$ cat config.mk
export PLATFORM = sky130hd
export DESIGN_NAME = qword_rdbuf
export DESIGN_NICKNAME = d
export VERILOG_FILES = /design/src/rtl/rdbuf_pkg.sv /design/src/rtl/rdbuf_line.sv /design/src/rtl/rdbuf_ctrl.sv /design/src/rtl/qword_rdbuf.sv
export SDC_FILE = /design/constraint.sdc
export NUM_CORES = 1
export LEC_CHECK = 0
export ABC_AREA = 1
export BUFFER_PORTS_ARGS = -buffer_cell sky130_fd_sc_hd__buf_4
export CAP_MARGIN = 40
export CORE_ASPECT_RATIO = 0.8
export CORE_MARGIN = 4
export CORE_UTILIZATION = 45
export CTS_CLUSTER_DIAMETER = 50
export DETAILED_ROUTE_END_ITERATION = 8
export PLACE_DENSITY_LB_ADDON = 0.3
export SETUP_SLACK_MARGIN = 0.05
export SYNTH_ARGS = -nofsm -noshare
export SYNTH_HDL_FRONTEND = slang
export SYNTH_SLANG_ARGS = --single-unit
$ cat constraint.sdc
create_clock -name clk -period 2.3 [get_ports clk]
set_input_delay 0.345 -clock clk [delete_from_list [all_inputs] [get_ports clk]]
set_output_delay 0.345 -clock clk [all_outputs]
set_load 0.02 [all_outputs]
$ cat src/rtl/rdbuf_pkg.sv
package rdbuf_pkg;

    // Words held by the line (one quad word).
    localparam int RB_BEATS  = 4;
    localparam int RB_WSEL_W = $clog2(RB_BEATS);

    typedef enum logic [1:0] {
        RB_IDLE  = 2'd0,
        RB_ISSUE = 2'd1,
        RB_FILL  = 2'd2
    } rb_state_e;

    // Write command into line storage during a fill.
    typedef struct packed {
        logic                 we;
        logic [RB_WSEL_W-1:0] idx;
    } rb_fill_t;

    // Line-status update from the controller.
    typedef struct packed {
        logic inval;
        logic commit;
    } rb_upd_t;

endpackage

$ cat src/rtl/rdbuf_line.sv
module rdbuf_line
    import rdbuf_pkg::*;
#(
    parameter int DW    = 32,
    parameter int TAG_W = 28
) (
    input  logic                 clk,
    input  logic                 rst,
    input  logic                 clr,
    input  rb_upd_t              upd,
    input  logic [TAG_W-1:0]     commit_tag,
    input  rb_fill_t             fill,
    input  logic [DW-1:0]        fill_data,
    input  logic [TAG_W-1:0]     look_tag,
    input  logic [RB_WSEL_W-1:0] look_idx,
    output logic                 valid,
    output logic                 match,
    output logic [DW-1:0]        look_word
);

    logic [TAG_W-1:0] tag_q;
    logic [DW-1:0]    words [RB_BEATS];

    genvar gi;
    generate
        for (gi = 0; gi < RB_BEATS; gi++) begin : g_word
            always_ff @(posedge clk) begin
                if (rst) begin
                    words[gi] <= '0;
                end else if (fill.we && (fill.idx == RB_WSEL_W'(gi))) begin
                    words[gi] <= fill_data;
                end
            end
        end
    endgenerate

    always_ff @(posedge clk) begin
        if (rst) begin
            valid <= 1'b0;
            tag_q <= '0;
        end else if (clr) begin
            valid <= 1'b0;
        end else if (upd.inval) begin
            valid <= 1'b0;
        end else if (upd.commit) begin
            valid <= 1'b1;
            tag_q <= commit_tag;
        end
    end

    assign match     = (tag_q == look_tag);
    assign look_word = words[look_idx];

endmodule

$ cat src/rtl/rdbuf_ctrl.sv
module rdbuf_ctrl
    import rdbuf_pkg::*;
#(
    parameter int DW    = 32,
    parameter int TAG_W = 28
) (
    input  logic                 clk,
    input  logic                 rst,
    input  logic                 enable,
    input  logic                 req_valid,
    input  logic                 req_write,
    input  logic [TAG_W-1:0]     req_tag,
    input  logic [RB_WSEL_W-1:0] req_wsel,
    input  logic                 hit,
    input  logic                 match,
    input  logic [DW-1:0]        hit_word,
    input  logic                 beat_valid,
    input  logic [DW-1:0]        beat_data,
    output logic                 req_ready,
    output logic                 mem_req,
    output logic [TAG_W-1:0]     pend_tag,
    output rb_fill_t             fill,
    output rb_upd_t              upd,
    output logic                 rsp_valid,
    output logic [DW-1:0]        rsp_data
);

    localparam logic [RB_WSEL_W-1:0] LAST_BEAT = RB_WSEL_W'(RB_BEATS - 1);

    rb_state_e            state;
    logic [RB_WSEL_W-1:0] beat_cnt;
    logic [RB_WSEL_W-1:0] pend_wsel;
    logic                 last_beat;

    assign req_ready = (state == RB_IDLE);
    assign mem_req   = (state == RB_ISSUE);
    assign last_beat = (state == RB_FILL) && beat_valid && (beat_cnt == LAST_BEAT);

    always_comb begin
        fill.we    = (state == RB_FILL) && beat_valid;
        fill.idx   = beat_cnt;
        upd.commit = last_beat && enable;
        upd.inval  = req_ready && req_valid && req_write && match;
    end

    always_ff @(posedge clk) begin
        if (rst) begin
            state     <= RB_IDLE;
            beat_cnt  <= '0;
            pend_tag  <= '0;
            pend_wsel <= '0;
            rsp_valid <= 1'b0;
            rsp_data  <= '0;
        end else begin
            rsp_valid <= 1'b0;
            case (state)
                RB_IDLE: begin
                    if (req_valid && !req_write) begin
                        if (hit) begin
                            rsp_valid <= 1'b1;
                            rsp_data  <= hit_word;
                        end else begin
                            pend_tag  <= req_tag;
                            pend_wsel <= req_wsel;
                            beat_cnt  <= '0;
                            state     <= RB_ISSUE;
                        end
                    end
                end
                RB_ISSUE: begin
                    state <= RB_FILL;
                end
                RB_FILL: begin
                    if (beat_valid) begin
                        beat_cnt <= beat_cnt + 1'b1;
                        if (beat_cnt == pend_wsel) begin
                            rsp_data <= beat_data;
                        end
                        if (beat_cnt == LAST_BEAT) begin
                            rsp_valid <= 1'b1;
                            state     <= RB_IDLE;
                        end
                    end
                end
                default: state <= RB_IDLE;
            endcase
        end
    end

endmodule

$ cat src/rtl/qword_rdbuf.sv
module qword_rdbuf
    import rdbuf_pkg::*;
#(
    parameter int AW = 32,
    parameter int DW = 32
) (
    input  logic          clk,
    input  logic          rst,
    input  logic          enable,
    input  logic          req_valid,
    input  logic          req_write,
    input  logic [AW-1:0] req_addr,
    output logic          req_ready,
    output logic          rsp_valid,
    output logic [DW-1:0] rsp_data,
    output logic          mem_req,
    output logic [AW-1:0] mem_addr,
    input  logic          mem_beat_valid,
    input  logic [DW-1:0] mem_beat_data
);

    localparam int BYTE_W = $clog2(DW / 8);
    localparam int OFS_W  = BYTE_W + RB_WSEL_W;
    localparam int TAG_W  = AW - OFS_W;

    logic [TAG_W-1:0]     req_tag;
    logic [RB_WSEL_W-1:0] req_wsel;
    logic [TAG_W-1:0]     pend_tag;
    logic                 line_valid;
    logic                 line_match;
    logic                 hit;
    logic [DW-1:0]        line_word;
    rb_fill_t             fill;
    rb_upd_t              upd;

    assign req_tag  = req_addr[AW-1:OFS_W];
    assign req_wsel = req_addr[OFS_W-1:BYTE_W];
    assign hit      = enable && line_valid && line_match;
    assign mem_addr = {pend_tag, {OFS_W{1'b0}}};

    rdbuf_line #(.DW(DW), .TAG_W(TAG_W)) u_line (
        .clk        (clk),
        .rst        (rst),
        .clr        (!enable),
        .upd        (upd),
        .commit_tag (pend_tag),
        .fill       (fill),
        .fill_data  (mem_beat_data),
        .look_tag   (req_tag),
        .look_idx   (req_wsel),
        .valid      (line_valid),
        .match      (line_match),
        .look_word  (line_word)
    );

    rdbuf_ctrl #(.DW(DW), .TAG_W(TAG_W)) u_ctrl (
        .clk        (clk),
        .rst        (rst),
        .enable     (enable),
        .req_valid  (req_valid),
        .req_write  (req_write),
        .req_tag    (req_tag),
        .req_wsel   (req_wsel),
        .hit        (hit),
        .match      (line_match),
        .hit_word   (line_word),
        .beat_valid (mem_beat_valid),
        .beat_data  (mem_beat_data),
        .req_ready  (req_ready),
        .mem_req    (mem_req),
        .pend_tag   (pend_tag),
        .fill       (fill),
        .upd        (upd),
        .rsp_valid  (rsp_valid),
        .rsp_data   (rsp_data)
    );

endmodule

# Word level (Yosys, flattened, before mapping)
# Memories as Yosys holds them, arrays and structs flattened.
# Index checks and enable logic that the tools add are counted.
# classes
add_sub_neg	1
n_eq_ne	13
muxes	37
n_bitwise	7
n_reduce_logical	22
# ops
op	count
2-to-1 mux 32 bit	8
one-hot mux 32 bit (2 select lines)	1
== test 28 bit	1
2-to-1 mux 1 bit	18
2-to-1 mux 2 bit	7
logical AND 1 bit	12
!= test 2 bit (second input constant)	6
AND reduction 4 bit	2
== test 2 bit (second input constant)	3
one-hot mux 2 bit (3 select lines)	1
AND reduction 3 bit	2
AND reduction 5 bit	1
== test 2 x 1 -> 1 bit (second input constant)	2
logical NOT 2 bit	2
bitwise OR 1 bit	4
one-hot mux 2 bit (2 select lines)	1
inverter 1 bit	3
OR reduction 3 bit	1
adder 2 x 1 -> 2 bit (second input constant)	1
== test 2 bit	1
one-hot mux 1 bit (2 select lines)	1
nonzero test 2 bit	1
logical NOT 1 bit	1
# totals
ff_bits	96
ram_bits	128
input_bits	70
out_inout_bits	67
elab_cells	89
mem_count	1
# memory_table
name	depth	width	rd	rd_ports_with_merged_regs	write_ports	line_no	source
u_line.words	4	32	1	0	4	rdbuf_line.sv:22	logic [DW-1:0] words [RB_BEATS];

# Depth between registers and ports, before layout
# logic_depth
ltp_word	7
mapped_depth	14
ltp_nobuf	13

# Cells and area by module
# A second synthesis with hierarchy kept.
# unflattened
cells_unflattened	1237
hier_area_um2	10261.1
# by_module_without_submodules
mod	n_inst	cells_per_inst	area_each_um2	seq_area_each_um2
rdbuf_line	1	737	7085.5	4424.2
rdbuf_ctrl	1	492	3128.0	1341.3
qword_rdbuf	1	8	47.5	0.0

# Worst setup path after synthesis
# Ideal clock, no wire load.
# synth_path
path_type	input port to flip-flop
startpoint	in rst
endpoint	mem u_line.words[3][0] (enable)
setup_ns	0.478
arrival_time_ns	1.473
required_time_ns	1.822
slack_ns	0.349
path_stages	4
path_buffers	2
cell_sequence	clkbuf_1 inv_2 buf_1 nand2_1
# synth_rtl
element	line_no	source
from (decl)	qword_rdbuf.sv:8	input logic rst,
to (decl)	rdbuf_line.sv:22	

# Final worst setup path
# layout_path
startpoint	reg u_line.tag_q[22]
endpoint	reg u_ctrl.rsp_data[27]
# layout_between
elab_chain_cells	4
# layout_rtl
element	line_no	source
from (decl)	rdbuf_line.sv:21	logic [TAG_W-1:0] tag_q;
from (signal assigned)	rdbuf_line.sv:47	tag_q <= commit_tag;
== test 28 bit	rdbuf_line.sv:51	assign match = (tag_q == look_tag);
logical AND 1 bit	qword_rdbuf.sv:38	assign hit = enable && line_valid && line_match;
!= test 2 bit (no source line)	-	
AND reduction 5 bit (no source line)	-	
to (signal assigned)	rdbuf_ctrl.sv:61	rsp_data <= hit_word;
to (signal assigned)	rdbuf_ctrl.sv:77	rsp_data <= beat_data;
to (decl)	rdbuf_ctrl.sv:25	output logic [DW-1:0] rsp_data
# No other way between the ends.
# A chain may end at the register's enable or synchronous reset.

==> results summary <==
The worst setup path is captured at a flop. The number of different library cells in the post-synthesis netlist came out at 24. The die area is between 20000 and 25000 um^2. The share of the core filled with cells in the final layout is 55.8%.

The clock latency of the later-clocked register in the worst-skew pair came out at between 0.5 and 0.6 ns. The standard cell area after detailed placement came out at 11400 um^2. The post-CTS setup buffer count is 0. Dividing the detail-routed via count by the number of cells gives between 5 and 6. The post-detailed-placement half-perimeter wirelength came out at about 16 mm. TritonCTS built the clock tree.

Derived from the worst setup path, the maximum achievable clock frequency is around 490 MHz. The initial antenna violation count was 0. The tool flagged a number of max-cap violations equal to 0.

The final net count came out at roughly 1400. The first TritonRoute pass finished after 5 iterations. The total clock sinks came out at between 200 and 250. The clock slew at the register clock pins of the worst setup and hold paths is roughly 0.060 ns. The final route contains 8452 vias. The I/O pin count is 137. The number of failing hold endpoints at the final stage is 0. Buffers placed on the I/O ports in this run total 130.

Of all cell types, the one taking the most synthesized area is sky130_fd_sc_hd__edfxtp_1. The worst endpoint data arrival time is approximately 2.5 ns. Setup repair after global routing left no endpoint under its margin.

The tightest min-delay check is of the in -> reg type. The peak ir drop on the vdd network is ~460 uV. The number of max-slew violations in the final report came out at 0.

The count of state elements after synthesis is roughly 220. The final-report setup violation count is 0. The maximum number of buffers from clock root to sink is 3. Relative to the synthesized area, the layout overhead comes to 20.7%. The die span in x is about 180 um.

The count of hold-fix buffers inserted at cts is 0. The final worst-path setup slack is roughly 0.25 ns. The number of clock buffers inserted by TritonCTS came out at 25. The synthesis warning total is 0. The average detailed-routed wire length per instance is 16.4 um. The effective utilization at floorplan is 46.3%. The largest fanout on the critical path is 16. Summed over all layers, the global routing overflow is 0. The number of core rows came out at 48. The final design instance area without fill is about 12000 um^2.

The proportion of netlist area held by the largest area contributor came out at between 30% and 40%. The headroom to the max-slew limit is roughly two thirds. CTS built an H-tree with a depth of 1.

The run finished with clean final reports. The type of the worst setup path is reg -> reg. The gate count of the mapped netlist is roughly 1200.

Entering global routing, the biggest net connects 68 pins. The fraction of final layout cells sized beyond drive strength 1 is between 10% and 20%. The transition time at the pin with the least slew margin came out at 0.509 ns.

The fraction of the cycle the final worst path needs is 89.3%. The setup TNS is 0 ns. After synthesis, the cell types taking the most area are sky130_fd_sc_hd__edfxtp_1, sky130_fd_sc_hd__dfxtp_1, sky130_fd_sc_hd__nor2_1. After detailed routing, the number of remaining DRC violations is 0. At the worst endpoint, the required time is roughly 2.7 ns.

The number of antenna cells inserted is 0. The number of global-route vias before repair is ~8200. The mean instance size in the synthesized netlist came out at 8.52 um^2. The worst path in the final design needs a cycle of 2.05 ns, including I/O delays and setup. The final weighted congestion in routability-driven placement came out at between 0.7 and 0.8. The root buffer cell is sky130_fd_sc_hd__clkbuf_16. The total leakage power came out at approximately 5.1 nW.

The core region is around 22000 um^2. The post-place setup slack came out at about 0.19 ns. Sequential cells were found to cover ~57% of the synthesized design area. The total wire length after detailed routing came out at approximately 26 mm. The antenna violation net count after detailed routing came out at 0. For this design the ratio of total power to cell area is between 800 and 900 nW/um^2.

The area of the mapped netlist came out at between 10000 and 15000 um^2. Post-CTS repair changed the size of 0 cells. The first global-routing pass estimated 42.4 mm of wire.

The DRC violation total after the first TritonRoute iteration came out at roughly 700. For the final database, setup skew stands at approximately 0.011 ns. The worst setup path is launched from a flop. The die is about 140 um tall. The global-route usage over all layers is about 21%.
-- final cells by class --
| type | count | area [um^2] |
|---|---|---|
| Sequential cell | 224 | 5770 |
| Clock inverter | 16 | 144 |
| Fill cell | 1988 | 9630 |
| Timing Repair Buffer | 159 | 1320 |
| Inverter | 87 | 327 |
| Clock buffer | 30 | 644 |
| Multi-Input combinational cell | 791 | 3600 |
| Tap cell | 300 | 375 |
-- synthesized netlist by cell type --
library cell,count
sky130_fd_sc_hd__nor2_1,277
sky130_fd_sc_hd__nor2_4,4
sky130_fd_sc_hd__nand3_1,47
sky130_fd_sc_hd__o21ai_1,8
sky130_fd_sc_hd__a21oi_1,126
sky130_fd_sc_hd__o22ai_1,32
sky130_fd_sc_hd__nand4_1,34
sky130_fd_sc_hd__o21ai_0,78
sky130_fd_sc_hd__inv_2,5
sky130_fd_sc_hd__inv_1,82
sky130_fd_sc_hd__dfxtp_1,96
sky130_fd_sc_hd__ha_1,4
sky130_fd_sc_hd__nand2_4,1
sky130_fd_sc_hd__conb_1,1
sky130_fd_sc_hd__nand2_1,162
sky130_fd_sc_hd__buf_1,6
sky130_fd_sc_hd__nand2_2,3
sky130_fd_sc_hd__clkbuf_1,49
sky130_fd_sc_hd__edfxtp_1,128
sky130_fd_sc_hd__buf_4,10
sky130_fd_sc_hd__nand3_2,1
sky130_fd_sc_hd__buf_6,5
sky130_fd_sc_hd__xnor2_1,10
sky130_fd_sc_hd__buf_2,14
-- cells in the final DEF, fill, tap and decap left out --
master                       instances
sky130_fd_sc_hd__nand4_1            34
sky130_fd_sc_hd__clkinvlp_4          1
sky130_fd_sc_hd__nand3_2             1
sky130_fd_sc_hd__nand2_4             1
sky130_fd_sc_hd__nor2_1            275
sky130_fd_sc_hd__o21ai_1             8
sky130_fd_sc_hd__inv_8               2
sky130_fd_sc_hd__a21oi_1           126
sky130_fd_sc_hd__clkbuf_16          25
sky130_fd_sc_hd__clkinv_2            5
sky130_fd_sc_hd__o22ai_1            32
sky130_fd_sc_hd__bufinv_16           2
sky130_fd_sc_hd__buf_12             10
sky130_fd_sc_hd__inv_6               1
sky130_fd_sc_hd__nor2_2              2
sky130_fd_sc_hd__nand2_1           162
sky130_fd_sc_hd__clkinv_1            4
sky130_fd_sc_hd__inv_1              82
sky130_fd_sc_hd__nor2_4              4
sky130_fd_sc_hd__buf_4             149
sky130_fd_sc_hd__edfxtp_1          128
sky130_fd_sc_hd__clkbuf_1            5
sky130_fd_sc_hd__ha_1                4
sky130_fd_sc_hd__conb_1              4
sky130_fd_sc_hd__xnor2_1            10
sky130_fd_sc_hd__clkinvlp_2          1
sky130_fd_sc_hd__o21ai_0            78
sky130_fd_sc_hd__dfxtp_1            96
sky130_fd_sc_hd__nand3_1            47
sky130_fd_sc_hd__nand2_2             3
sky130_fd_sc_hd__inv_2               5
-- worst paths after layout --
path / startpoint / cells after the start / slack [ns] / endpoint
setup / recovery: u_line.tag_q[22]$_SDFFE_PP0P_ / 14 / 0.25 / u_ctrl.rsp_data[27]$_SDFFE_PP0P_
hold / removal: req_valid / 4 / 0.13 / u_line.valid$_SDFFE_PP0P_
setup reg to reg: u_line.tag_q[22]$_SDFFE_PP0P_ / 14 / 0.25 / u_ctrl.rsp_data[27]$_SDFFE_PP0P_
hold reg to reg: u_line.valid$_SDFFE_PP0P_ / 2 / 0.46 / u_line.valid$_SDFFE_PP0P_
-- logic make-up after synthesis --
| family | after synthesis | share of synthesized area [%] |
|---|---|---|
| adder cells (fa/ha/maj) | 4 | 0.496 |
| XOR/XNOR | 10 | 0.869 |
| AO/OA/AOI/OAI | 244 | 12.5 |
| AND/OR/NAND/NOR | 529 | 21.6 |
| other | 1 | 0.0372 |
| flip-flops | 224 | 57.2 |
| buffers and inverters | 171 | 7.28 |
-- power by group --
group          total [W]  switching [W]  internal (W)
registers        0.00458       0.000107       0.00447
logic            0.00170        0.00110      0.000602
clock network    0.00385        0.00161       0.00224
total             0.0101        0.00281       0.00731
-- critical path, cell delays in order (launching register included) --
cell and delay (ns):
sky130_fd_sc_hd__dfxtp_1 0.33, sky130_fd_sc_hd__inv_1 0.06, sky130_fd_sc_hd__nand2_1 0.05, sky130_fd_sc_hd__nand2_1 0.05, sky130_fd_sc_hd__nor2_1 0.24, sky130_fd_sc_hd__nand2_1 0.08, sky130_fd_sc_hd__nor2_1 0.09, sky130_fd_sc_hd__nand2_1 0.12
sky130_fd_sc_hd__nor2_4 0.14, sky130_fd_sc_hd__nand2_2 0.15, sky130_fd_sc_hd__nand2_4 0.18, sky130_fd_sc_hd__buf_4 0.23, sky130_fd_sc_hd__nand3_1 0.10, sky130_fd_sc_hd__nand2_1 0.08, sky130_fd_sc_hd__nor2_1 0.04
-- registers in the layout, summed over array words and instances (netlist names), 2 cells and up --
signal / cells
u_line.words: 128
u_ctrl.rsp_data: 32
u_ctrl.pend_tag: 28
u_line.tag_q: 28
u_ctrl.beat_cnt: 2
u_ctrl.pend_wsel: 2
u_ctrl.state: 2
-- stage by stage --
step           power [W]  hold slack, ns  std cells
2_1_floorplan    0.00573           0.435       1186
5_1_grt           0.0105           0.125       1607
6_report          0.0101           0.127       1607
4_1_cts           0.0102           0.107       1607
3_3_place_gp     0.00633           0.445       1561
3_5_place_dp     0.00636           0.457       1561
-- routing by layer --
metal	GRT usage, %	vias up	wire length, um
met5	0	-	0
met4	5.41	0	539
met3	3.22	39	1620
met2	34.3	273	12400
met1	28.5	3982	11800
li1	-	4158	-
Power figures use the tool's default switching activity.
